File: config.mk
export PLATFORM = sky130hd
export DESIGN_NAME = irq_front
export DESIGN_NICKNAME = d
export VERILOG_FILES = /design/src/rtl/irq_front_pkg.sv /design/src/rtl/pin_sync.sv /design/src/rtl/ext_sense.sv /design/src/rtl/pc_collect.sv /design/src/rtl/irq_front.sv
export SDC_FILE = /design/constraint.sdc
export NUM_CORES = 1
export LEC_CHECK = 0
export BUFFER_PORTS_ARGS = -buffer_cell sky130_fd_sc_hd__clkbuf_2
export CELL_PAD_IN_SITES_DETAIL_PLACEMENT = 0
export CELL_PAD_IN_SITES_GLOBAL_PLACEMENT = 1
export CORE_MARGIN = 4
export CORE_UTILIZATION = 42
export DETAILED_ROUTE_END_ITERATION = 10
export GPL_ROUTABILITY_DRIVEN = 0
export GPL_TIMING_DRIVEN = 0
export PLACE_DENSITY = 0.76
export SETUP_SLACK_MARGIN = 0.5
export SYNTH_ARGS = -nofsm -noshare
export SYNTH_HDL_FRONTEND = slang
export SYNTH_HIERARCHICAL = 1
export SYNTH_SLANG_ARGS = --single-unit
File: constraint.sdc
create_clock -name clk -period 1.3 [get_ports clk]
set_input_delay 0 -clock clk [delete_from_list [all_inputs] [get_ports clk]]
set_output_delay 0 -clock clk [all_outputs]
set_load 0.02 [all_outputs]
File: src/rtl/irq_front_pkg.sv
package irq_front_pkg;

    typedef enum logic [1:0] {
        SENSE_LOW  = 2'b00,
        SENSE_ANY  = 2'b01,
        SENSE_FALL = 2'b10,
        SENSE_RISE = 2'b11
    } sense_e;

    typedef enum logic {
        FLAG_IDLE = 1'b0,
        FLAG_PEND = 1'b1
    } flag_state_e;

    localparam logic [1:0] REG_CTRL = 2'd0;
    localparam logic [1:0] REG_ENAB = 2'd1;
    localparam logic [1:0] REG_FLAG = 2'd2;
    localparam logic [1:0] REG_MASK = 2'd3;

    localparam int BIT_EXT = 6;
    localparam int BIT_PC  = 5;

endpackage

File: src/rtl/pin_sync.sv
module pin_sync #(
    parameter int W      = 1,
    parameter int STAGES = 2
) (
    input  logic         clk,
    input  logic         rst_n,
    input  logic [W-1:0] din,
    output logic [W-1:0] cur,
    output logic [W-1:0] prev,
    output logic         primed
);
    localparam int PRIME = STAGES + 1;
    localparam int CW    = $clog2(PRIME + 1);

    logic [W-1:0]  stage_q [STAGES];
    logic [W-1:0]  prev_q;
    logic [CW-1:0] cnt_q;

    genvar g;
    generate
        for (g = 0; g < STAGES; g++) begin : g_stage
            if (g == 0) begin : g_first
                always_ff @(posedge clk or negedge rst_n) begin
                    if (!rst_n) stage_q[g] <= '0;
                    else        stage_q[g] <= din;
                end
            end else begin : g_next
                always_ff @(posedge clk or negedge rst_n) begin
                    if (!rst_n) stage_q[g] <= '0;
                    else        stage_q[g] <= stage_q[g-1];
                end
            end
        end
    endgenerate

    always_ff @(posedge clk or negedge rst_n) begin
        if (!rst_n) begin
            prev_q <= '0;
            cnt_q  <= '0;
        end else begin
            prev_q <= stage_q[STAGES-1];
            if (cnt_q != CW'(PRIME)) cnt_q <= cnt_q + 1'b1;
        end
    end

    assign cur    = stage_q[STAGES-1];
    assign prev   = prev_q;
    assign primed = (cnt_q == CW'(PRIME));

endmodule

File: src/rtl/ext_sense.sv
module ext_sense
    import irq_front_pkg::*;
(
    input  logic   clk,
    input  logic   rst_n,
    input  sense_e mode,
    input  logic   cur,
    input  logic   prev,
    input  logic   primed,
    input  logic   clr,
    output logic   flag,
    output logic   level_low
);
    flag_state_e st_q, st_d;
    logic        raw_ev, ev;

    always_comb begin
        unique case (mode)
            SENSE_LOW:  raw_ev = 1'b0;
            SENSE_ANY:  raw_ev = cur ^ prev;
            SENSE_FALL: raw_ev = prev & ~cur;
            SENSE_RISE: raw_ev = ~prev & cur;
            default:    raw_ev = 1'b0;
        endcase
        ev = raw_ev & primed;
    end

    always_ff @(posedge clk or negedge rst_n) begin
        if (!rst_n) st_q <= FLAG_IDLE;
        else        st_q <= st_d;
    end

    always_comb begin
        st_d = st_q;
        unique case (st_q)
            FLAG_IDLE: if (ev)         st_d = FLAG_PEND;
            FLAG_PEND: if (!ev && clr) st_d = FLAG_IDLE;
            default:                   st_d = FLAG_IDLE;
        endcase
        if (mode == SENSE_LOW) st_d = FLAG_IDLE;
    end

    always_comb begin
        flag      = (st_q == FLAG_PEND);
        level_low = ~cur;
    end

    assert_low_clears_R5: assert property (@(posedge clk) disable iff (!rst_n)
        (mode == SENSE_LOW) |=> (st_q == FLAG_IDLE));
    assert_event_wins_R7: assert property (@(posedge clk) disable iff (!rst_n)
        ev |=> (st_q == FLAG_PEND));
    assert_clear_R6: assert property (@(posedge clk) disable iff (!rst_n)
        (st_q == FLAG_PEND && clr && !ev) |=> (st_q == FLAG_IDLE));

endmodule

File: src/rtl/pc_collect.sv
module pc_collect
    import irq_front_pkg::*;
#(
    parameter int W = 6
) (
    input  logic         clk,
    input  logic         rst_n,
    input  logic [W-1:0] cur,
    input  logic [W-1:0] prev,
    input  logic [W-1:0] mask,
    input  logic         primed,
    input  logic         clr,
    output logic         flag
);
    flag_state_e st_q, st_d;
    logic        ev;

    assign ev = primed & (|((cur ^ prev) & mask));

    always_ff @(posedge clk or negedge rst_n) begin
        if (!rst_n) st_q <= FLAG_IDLE;
        else        st_q <= st_d;
    end

    always_comb begin
        st_d = st_q;
        unique case (st_q)
            FLAG_IDLE: if (ev)         st_d = FLAG_PEND;
            FLAG_PEND: if (!ev && clr) st_d = FLAG_IDLE;
            default:                   st_d = FLAG_IDLE;
        endcase
    end

    always_comb flag = (st_q == FLAG_PEND);

    assert_masked_quiet_R9: assert property (@(posedge clk) disable iff (!rst_n)
        (mask == '0 && st_q == FLAG_IDLE) |=> (st_q == FLAG_IDLE));
    assert_pc_event_wins_R7: assert property (@(posedge clk) disable iff (!rst_n)
        ev |=> (st_q == FLAG_PEND));

endmodule

File: src/rtl/irq_front.sv
module irq_front
    import irq_front_pkg::*;
#(
    parameter int NPC    = 6,
    parameter int AW     = 2,
    parameter int DW     = 8,
    parameter int STAGES = 2
) (
    input  logic          clk,
    input  logic          rst_n,
    input  logic          glob_ie,
    input  logic          ext_pin,
    input  logic [NPC-1:0] pc_pins,
    input  logic [AW-1:0] reg_addr,
    input  logic          reg_wr,
    input  logic [DW-1:0] reg_wdata,
    output logic [DW-1:0] reg_rdata,
    input  logic          ext_ack,
    input  logic          pc_ack,
    output logic          ext_req,
    output logic          pc_req,
    output logic          irq_valid,
    output logic          vec_pc
);
    sense_e         mode_q;
    logic           en_ext_q, en_pc_q;
    logic [NPC-1:0] mask_q;

    logic [0:0]     ext_cur, ext_prev;
    logic           ext_primed, pc_primed;
    logic [NPC-1:0] pc_cur, pc_prev;
    logic           ext_flag, pc_flag, ext_low;
    logic           wr_ctrl, wr_enab, wr_flag, wr_mask;
    logic           clr_ext, clr_pc;

    pin_sync #(.W(1), .STAGES(STAGES)) u_ext_sync (
        .clk(clk), .rst_n(rst_n), .din(ext_pin),
        .cur(ext_cur), .prev(ext_prev), .primed(ext_primed));

    pin_sync #(.W(NPC), .STAGES(STAGES)) u_pc_sync (
        .clk(clk), .rst_n(rst_n), .din(pc_pins),
        .cur(pc_cur), .prev(pc_prev), .primed(pc_primed));

    always_comb begin
        wr_ctrl = reg_wr && (reg_addr == AW'(REG_CTRL));
        wr_enab = reg_wr && (reg_addr == AW'(REG_ENAB));
        wr_flag = reg_wr && (reg_addr == AW'(REG_FLAG));
        wr_mask = reg_wr && (reg_addr == AW'(REG_MASK));
        clr_ext = ext_ack | (wr_flag & reg_wdata[BIT_EXT]);
        clr_pc  = pc_ack  | (wr_flag & reg_wdata[BIT_PC]);
    end

    always_ff @(posedge clk or negedge rst_n) begin
        if (!rst_n) begin
            mode_q   <= SENSE_LOW;
            en_ext_q <= 1'b0;
            en_pc_q  <= 1'b0;
            mask_q   <= '0;
        end else begin
            if (wr_ctrl) mode_q <= sense_e'(reg_wdata[1:0]);
            if (wr_enab) begin
                en_ext_q <= reg_wdata[BIT_EXT];
                en_pc_q  <= reg_wdata[BIT_PC];
            end
            if (wr_mask) mask_q <= reg_wdata[NPC-1:0];
        end
    end

    ext_sense u_ext (
        .clk(clk), .rst_n(rst_n), .mode(mode_q),
        .cur(ext_cur[0]), .prev(ext_prev[0]), .primed(ext_primed),
        .clr(clr_ext), .flag(ext_flag), .level_low(ext_low));

    pc_collect #(.W(NPC)) u_pc (
        .clk(clk), .rst_n(rst_n), .cur(pc_cur), .prev(pc_prev),
        .mask(mask_q), .primed(pc_primed), .clr(clr_pc), .flag(pc_flag));

    always_comb begin
        reg_rdata = '0;
        unique case (reg_addr)
            AW'(REG_CTRL): reg_rdata[1:0] = mode_q;
            AW'(REG_ENAB): begin
                reg_rdata[BIT_EXT] = en_ext_q;
                reg_rdata[BIT_PC]  = en_pc_q;
            end
            AW'(REG_FLAG): begin
                reg_rdata[BIT_EXT] = ext_flag;
                reg_rdata[BIT_PC]  = pc_flag;
            end
            AW'(REG_MASK): reg_rdata[NPC-1:0] = mask_q;
            default:       reg_rdata = '0;
        endcase
    end

    always_comb begin
        ext_req   = glob_ie & en_ext_q & ((mode_q == SENSE_LOW) ? ext_low : ext_flag);
        pc_req    = glob_ie & en_pc_q & pc_flag;
        irq_valid = ext_req | pc_req;
        vec_pc    = ~ext_req & pc_req;
    end

    assert_gate_R8: assert property (@(posedge clk) disable iff (!rst_n)
        !glob_ie |-> (!ext_req && !pc_req));
    assert_priority_R10: assert property (@(posedge clk) disable iff (!rst_n)
        ext_req |-> (irq_valid && !vec_pc));
    assert_reserved_zero_R2: assert property (@(posedge clk) disable iff (!rst_n)
        (reg_addr == AW'(REG_FLAG)) |-> (reg_rdata[4:0] == 5'd0 && !reg_rdata[7]));

endmodule

# [Word level (Yosys, flattened, before mapping)]
# Index checks and enable logic that the tools add are counted.
[totals] output_inout_bits=12 regBits=37 inputBits=23 wordCells=72
[classes] reduce_logical=11 bitwise_logic=22 n_addsub=2 n_eq_ne=10 mux=13
[op_table] cell="$eq 2x2->1 const B" n=6
[op_table] cell="$and 1x1->1" n=11
[op_table] cell="$and 6x6->6" n=1
[op_table] cell="$logic_and 1x1->1" n=6
[op_table] cell="$mux 1" n=6
[op_table] cell="$pmux 1 s2" n=3
[op_table] cell="$reduce_or 6->1" n=1
[op_table] cell="$xor 6x6->6" n=1
[op_table] cell="$not 1->1" n=5
[op_table] cell="$add 2x1->2 const B" n=2
[op_table] cell="$eq 2x1->1 const B" n=2
[op_table] cell="$logic_not 2->1" n=2
[op_table] cell="$ne 2x2->1 const B" n=2
[op_table] cell="$pmux 1 s4" n=1
[op_table] cell="$pmux 2 s2" n=1
[op_table] cell="$mux 3" n=1
[op_table] cell="$or 1x1->1" n=3
[op_table] cell="$pmux 1 s3" n=1
[op_table] cell="$logic_not 1->1" n=2
[op_table] cell="$xor 1x1->1" n=1

# [Logic depth before layout (Yosys ltp)]
[depth] depth_word=9 depth_mapped=5 depth_no_buf=5

# [Cells and area by module]
# Netlist, hierarchy kept.
[modules_own_cells] module="pin_sync at u_pc_sync" area_per_inst_um2=594.3 n_inst=1 cells_each=30
[modules_own_cells] module="irq_front" area_per_inst_um2=586.8 n_inst=1 cells_each=53
[modules_own_cells] module="pin_sync at u_ext_sync" area_per_inst_um2=173.9 n_inst=1 cells_each=9
[modules_own_cells] module="pc_collect" area_per_inst_um2=117.6 n_inst=1 cells_each=13
[modules_own_cells] module="ext_sense" area_per_inst_um2=95.1 n_inst=1 cells_each=11

# [Worst setup path after synthesis]
# No wires, ideal clock.
[synth_timing] path_kind="register to output" start="register mode_q[1]" end="output port irq_valid" path_slack_ns=-0.046 required_ns=1.300 stages_incl_launch_ff=4 arrival_time_ns=1.346 path_buffers=0 cell_sequence="dfrtp_1 or3b_1 a21oi_2 nand2b_1"
[synth_via] elab_chain_len=4
[synth_rtl] element="start: declaration" line_no="irq_front.sv:25" source="sense_e mode_q;"
[synth_rtl] element="start signal: assignment" line_no="irq_front.sv:60" source="if (wr_ctrl) mode_q <= sense_e'(reg_wdata[1:0]);"
[synth_rtl] element="$logic_not 2->1" line_no="irq_front.sv:96" source="ext_req = glob_ie & en_ext_q & ((mode_q == SENSE_LOW) ? ext_low : ext_flag);"
[synth_rtl] element="$mux 1" line_no="irq_front.sv:96"
[synth_rtl] element="$and 1x1->1" line_no="irq_front.sv:96"
[synth_rtl] element="named net ext_req" line_no="irq_front.sv:20" source="output logic ext_req,"
[synth_rtl] element="$or 1x1->1" line_no="irq_front.sv:98" source="irq_valid = ext_req | pc_req;"
[synth_rtl] element="end: declaration" line_no="irq_front.sv:22" source="output logic irq_valid,"
# The timed path passes the listed nets, and every way through them passes these cells.

# [Final worst setup path]
[layout_timing] start="register u_ext_sync.stage_q (netlist bit u_ext_sync/cur)" end="output port irq_valid"
[layout_via] elab_chain_len=4
[layout_rtl] element="start: declaration" line_no="pin_sync.sv:15" source="logic [W-1:0] stage_q [STAGES];"
[layout_rtl] element="start signal: indexed assignment" line_no="pin_sync.sv:30" source="else stage_q[g] <= stage_q[g-1];"
[layout_rtl] element="$not 1->1" line_no="ext_sense.sv:45" source="level_low = ~cur;"
[layout_rtl] element="named net ext_low" line_no="irq_front.sv:32" source="logic ext_flag, pc_flag, ext_low;"
[layout_rtl] element="$mux 1" line_no="irq_front.sv:96"
[layout_rtl] element="$and 1x1->1" line_no="irq_front.sv:96"
[layout_rtl] element="$or 1x1->1" line_no="irq_front.sv:98"
# The timed path passes the listed nets, and every way through them passes these cells.

==> out/results.md <==
## Placed design
• **HPWL reported at the end of detailed placement** 1.91 mm
• **total placed cells including tap cells** 194
• **instance area at placement** 1820 um^2
• **number of buffer cells added on primary ports** 32

## Setup path
• **top fanout value on the critical path** 3
• **CP Data Required Time** 1300 ps
• **number of cells on the worst reg-to-reg path** 9
• **crit end category** primary output
• **worst path arrival time** 1520 ps
• **worst setup path category** reg2out
• **Critical Path Start Type** flop

## Pwr
• **NetSw** 0.000720 W
• **Worst VDD drop** 0.00116 V
• **internal portion of total power** 0.00226 W
• **clock group share of total power** 33.3%
• **leakage power** 1.14 nW
• **fraction of power spent switching nets** 24.2%
• **Reg power frac** 45.2%
• **power per cell area** 1240 nW/um^2
• **post-layout power** 0.00298 W
• **share of power burned in combinational logic** 21.5%

## Floorplanning
• **top-level port count** 35
• **Chip Height** 69.1 um
• **die area** 4770 um^2
• **width of the chip** 69.1 um
• **floorplan core area** 3470 um^2
• **initial core utilization** 45.2%
• **std cell rows** 21

## Drt
• **DRC** 0
• **final wirelength** 3.02 mm
• **first-pass detailed-route iteration total** 5
• **total via count in the routed design** 1081
• **number of nets still failing antenna checks after routing** 0
• **violation count after the first detailed-route iteration** 44
• **vias per std cell** 4.66
• **routed len/inst** 13.0 um

## Clock tree
• **clock buffers created by TritonCTS** 5
• **number of buffers on the longest clock path** 2
• **H-Tree Depth** 2
• **CTS sink cnt** 37
• **Skew-Pair Late Insertion Delay** 280 ps
• **clock-pin slew of the registers on the worst-case setup and hold paths** 70 ps
• **TritonCTS clock tree** yes
• **CTS Root Buffer Type** clkbuf_8
• **Hold-fix buffers, CTS** 14

## STA
• **highest achievable clock rate** 657 MHz
• **Final Max Slew Viols** 0
• **setup repair after global routing missed its margin** yes
• **Tcrit/Tclk final** 117%
• **Clock Skews** 3.22 ps
• **fin worst setup slack** -221 ps
• **Max-slew headroom** 40.8%
• **TNS Setup** -660 ps
• **endpoints failing setup** 4
• **slew of the pin with the lowest slew margin** 888 ps
• **Min Hold Slack** -163 ps
• **hold violation count in the final report** 37
• **minimum clock period** 1520 ps

## Cells and area
• **fraction of layout cells with a size suffix above 1** 51.6%
• **net count reported at finish** 219
• **number of fillers in the final layout** 252
• **area added between synthesis and finish** 52.6%
• **post-layout utilization of the core** 69.0%
• **count of placed standard cells in the final layout, fillers left out** 232
• **final std cell area, no fill** 2390 um^2
• **diodes inserted** 0

## Status
• **outcome** complete, but fails checks
• **failing checks** negative hold slack, negative setup slack

## Synthesis
• **post-synthesis register bit count** 37
• **area share of the leading cell type in the synthesized netlist** 59.1%
• **mean area per synthesized cell** 13.5 um^2
• **yosys synthesis warning count** 6
• **number of flops mapped to enable cells by yosys** 0
• **async set-or-reset flop fraction in the synthesized netlist** 100%
• **total standard cell area after synthesis** 1570 um^2
• **leading cell types by total area after synthesis** dfrtp_1 (59%), ha_1 (8.8%), mux2_2 (7.2%)
• **most common flop cell mapped by yosys** dfrtp_1
• **synthesized instance count** 116
• **library cell with the highest instance count after synthesis** dfrtp_1
• **synthesized net count** 150
• **sequential area share after synthesis** 59.1%
• **Yosys top cell by area** dfrtp_1
• **ranking of synthesized cells by instance count** dfrtp_1 (37), ha_1 (11), mux2_2 (10)
• **number of distinct standard cells referenced by the synthesized netlist** 25

## Global routing
• **residual overflow from global routing** 0
• **number of global-route vias before repair** 1154
• **largest net degree at the start of global routing** 38
• **initial antenna violation count** 0
• **wire length of the first global-routing pass** 5.21 mm
• **aggregate global-route resource usage** 13.7%

## Job
• **Maximum Capacitance Violations** 0

## Hold path
• **worst min path class** in2async

[metal layers]
layer  up-vias  GRT usage (%)  wire length (um)  share of wire, %
met5         -              0                 0                 0
met2        25           22.7              1630                54
met3         2           4.94               148               4.9
met1       531           16.4              1220                40
li1        523              -                 -                 -
met4         0           4.56                19              0.63
[cell usage in the layout, fill, tap and decap left out, types with 4 or more instances in the layout]
master         count
dfrtp_1           35
clkbuf_2          21
buf_4             18
dlygate4sd3_1     14
buf_6             10
clkbuf_8           8
mux2_2             7
ha_1               7
inv_1              6
xor2_1             6
mux2_4             5
nor2_1             4
[cells by family after synthesis]
logic type	count (synthesis)	share of synthesized area [%]
xor+xnor	8	4.47
flops	37	59.1
simple gates	20	6.62
fa+ha+maj	11	8.78
mux	12	9.10
compound gates	14	6.94
other cells	1	0.239
buf+inv	13	4.79
[stage by stage]
| stage | hold WS (ps) | setup WS (ps) |
|---|---|---|
| after detailed placement | 110 | -17.0 |
| after global placement | 108 | -10.6 |
| after global routing | -87.0 | -279 |
| final | -163 | -221 |
| after floorplan | -296 | 49.3 |
| after CTS | -142 | -242 |
[power by group through the flow]
stage / combinational, W / clock [W] / sequential [W]
floorplan: 0.000278 / 0 / 0.00134
global placement: 0.000395 / 0 / 0.00136
detailed placement: 0.000405 / 0 / 0.00136
CTS: 0.000568 / 0.00102 / 0.00134
global route: 0.000690 / 0.00109 / 0.00136
finish: 0.000639 / 0.000993 / 0.00135
[layout make-up]
class                           instances  area [um^2]  share of cell area (%)
Sequential cell                        37          928                    38.8
Multi-Input combinational cell         66          694                    29.0
Timing Repair Buffer                   62          509                    21.3
Clock buffer                            7         86.3                    3.61
Buffer                                  7         63.8                    2.67
Tap cell                               46         57.6                    2.41
Clock inverter                          1         30.0                    1.26
Inverter                                6         22.5                   0.941
[final timing paths]
| kind | end | slack [ps] | startpoint |
|---|---|---|---|
| setup / recovery | irq_valid | -220 | u_ext_sync/cur |
| hold / removal | u_pc_sync/stage_q[6] | -160 | rst_n |
| setup reg to reg | u_ext/flag | -100 | u_ext_sync/cur |
| hold reg to reg | u_pc_sync/cur[0] | 350 | u_pc_sync/stage_q[6] |
| max in group asynchronous | mode_q[0] | 860 | rst_n |
| min in group clk | u_ext/flag | 90 | ext_ack |
[what timing repair did]
action / 4_1_cts / 5_1_grt
setup endpoints to repair: 19 / 22
buffers inserted: 11 / 5
resized for setup: 35 / 18
hold endpoints to repair: 54 / 37
gates cloned: 0 / 0
pin swaps: 8 / 7
[state kept, by name, indices dropped and copies added (netlist names), 2 cells and up]
signal / flops
u_pc_sync/cnt_q: 2
u_pc_sync/cur: 6
mode_q: 2
u_pc_sync/stage_q: 6
u_pc_sync/prev: 6
mask_q: 6
u_ext_sync/cnt_q: 2
[worst max-delay path: stages (launching register included)]
cell and delay [ps]:
dfrtp_1 380, inv_1 70, or3b_4 390, a21oi_4 150, nand2b_4 150, buf_8 110
Note: power is estimated with default switching activity, not from simulation.
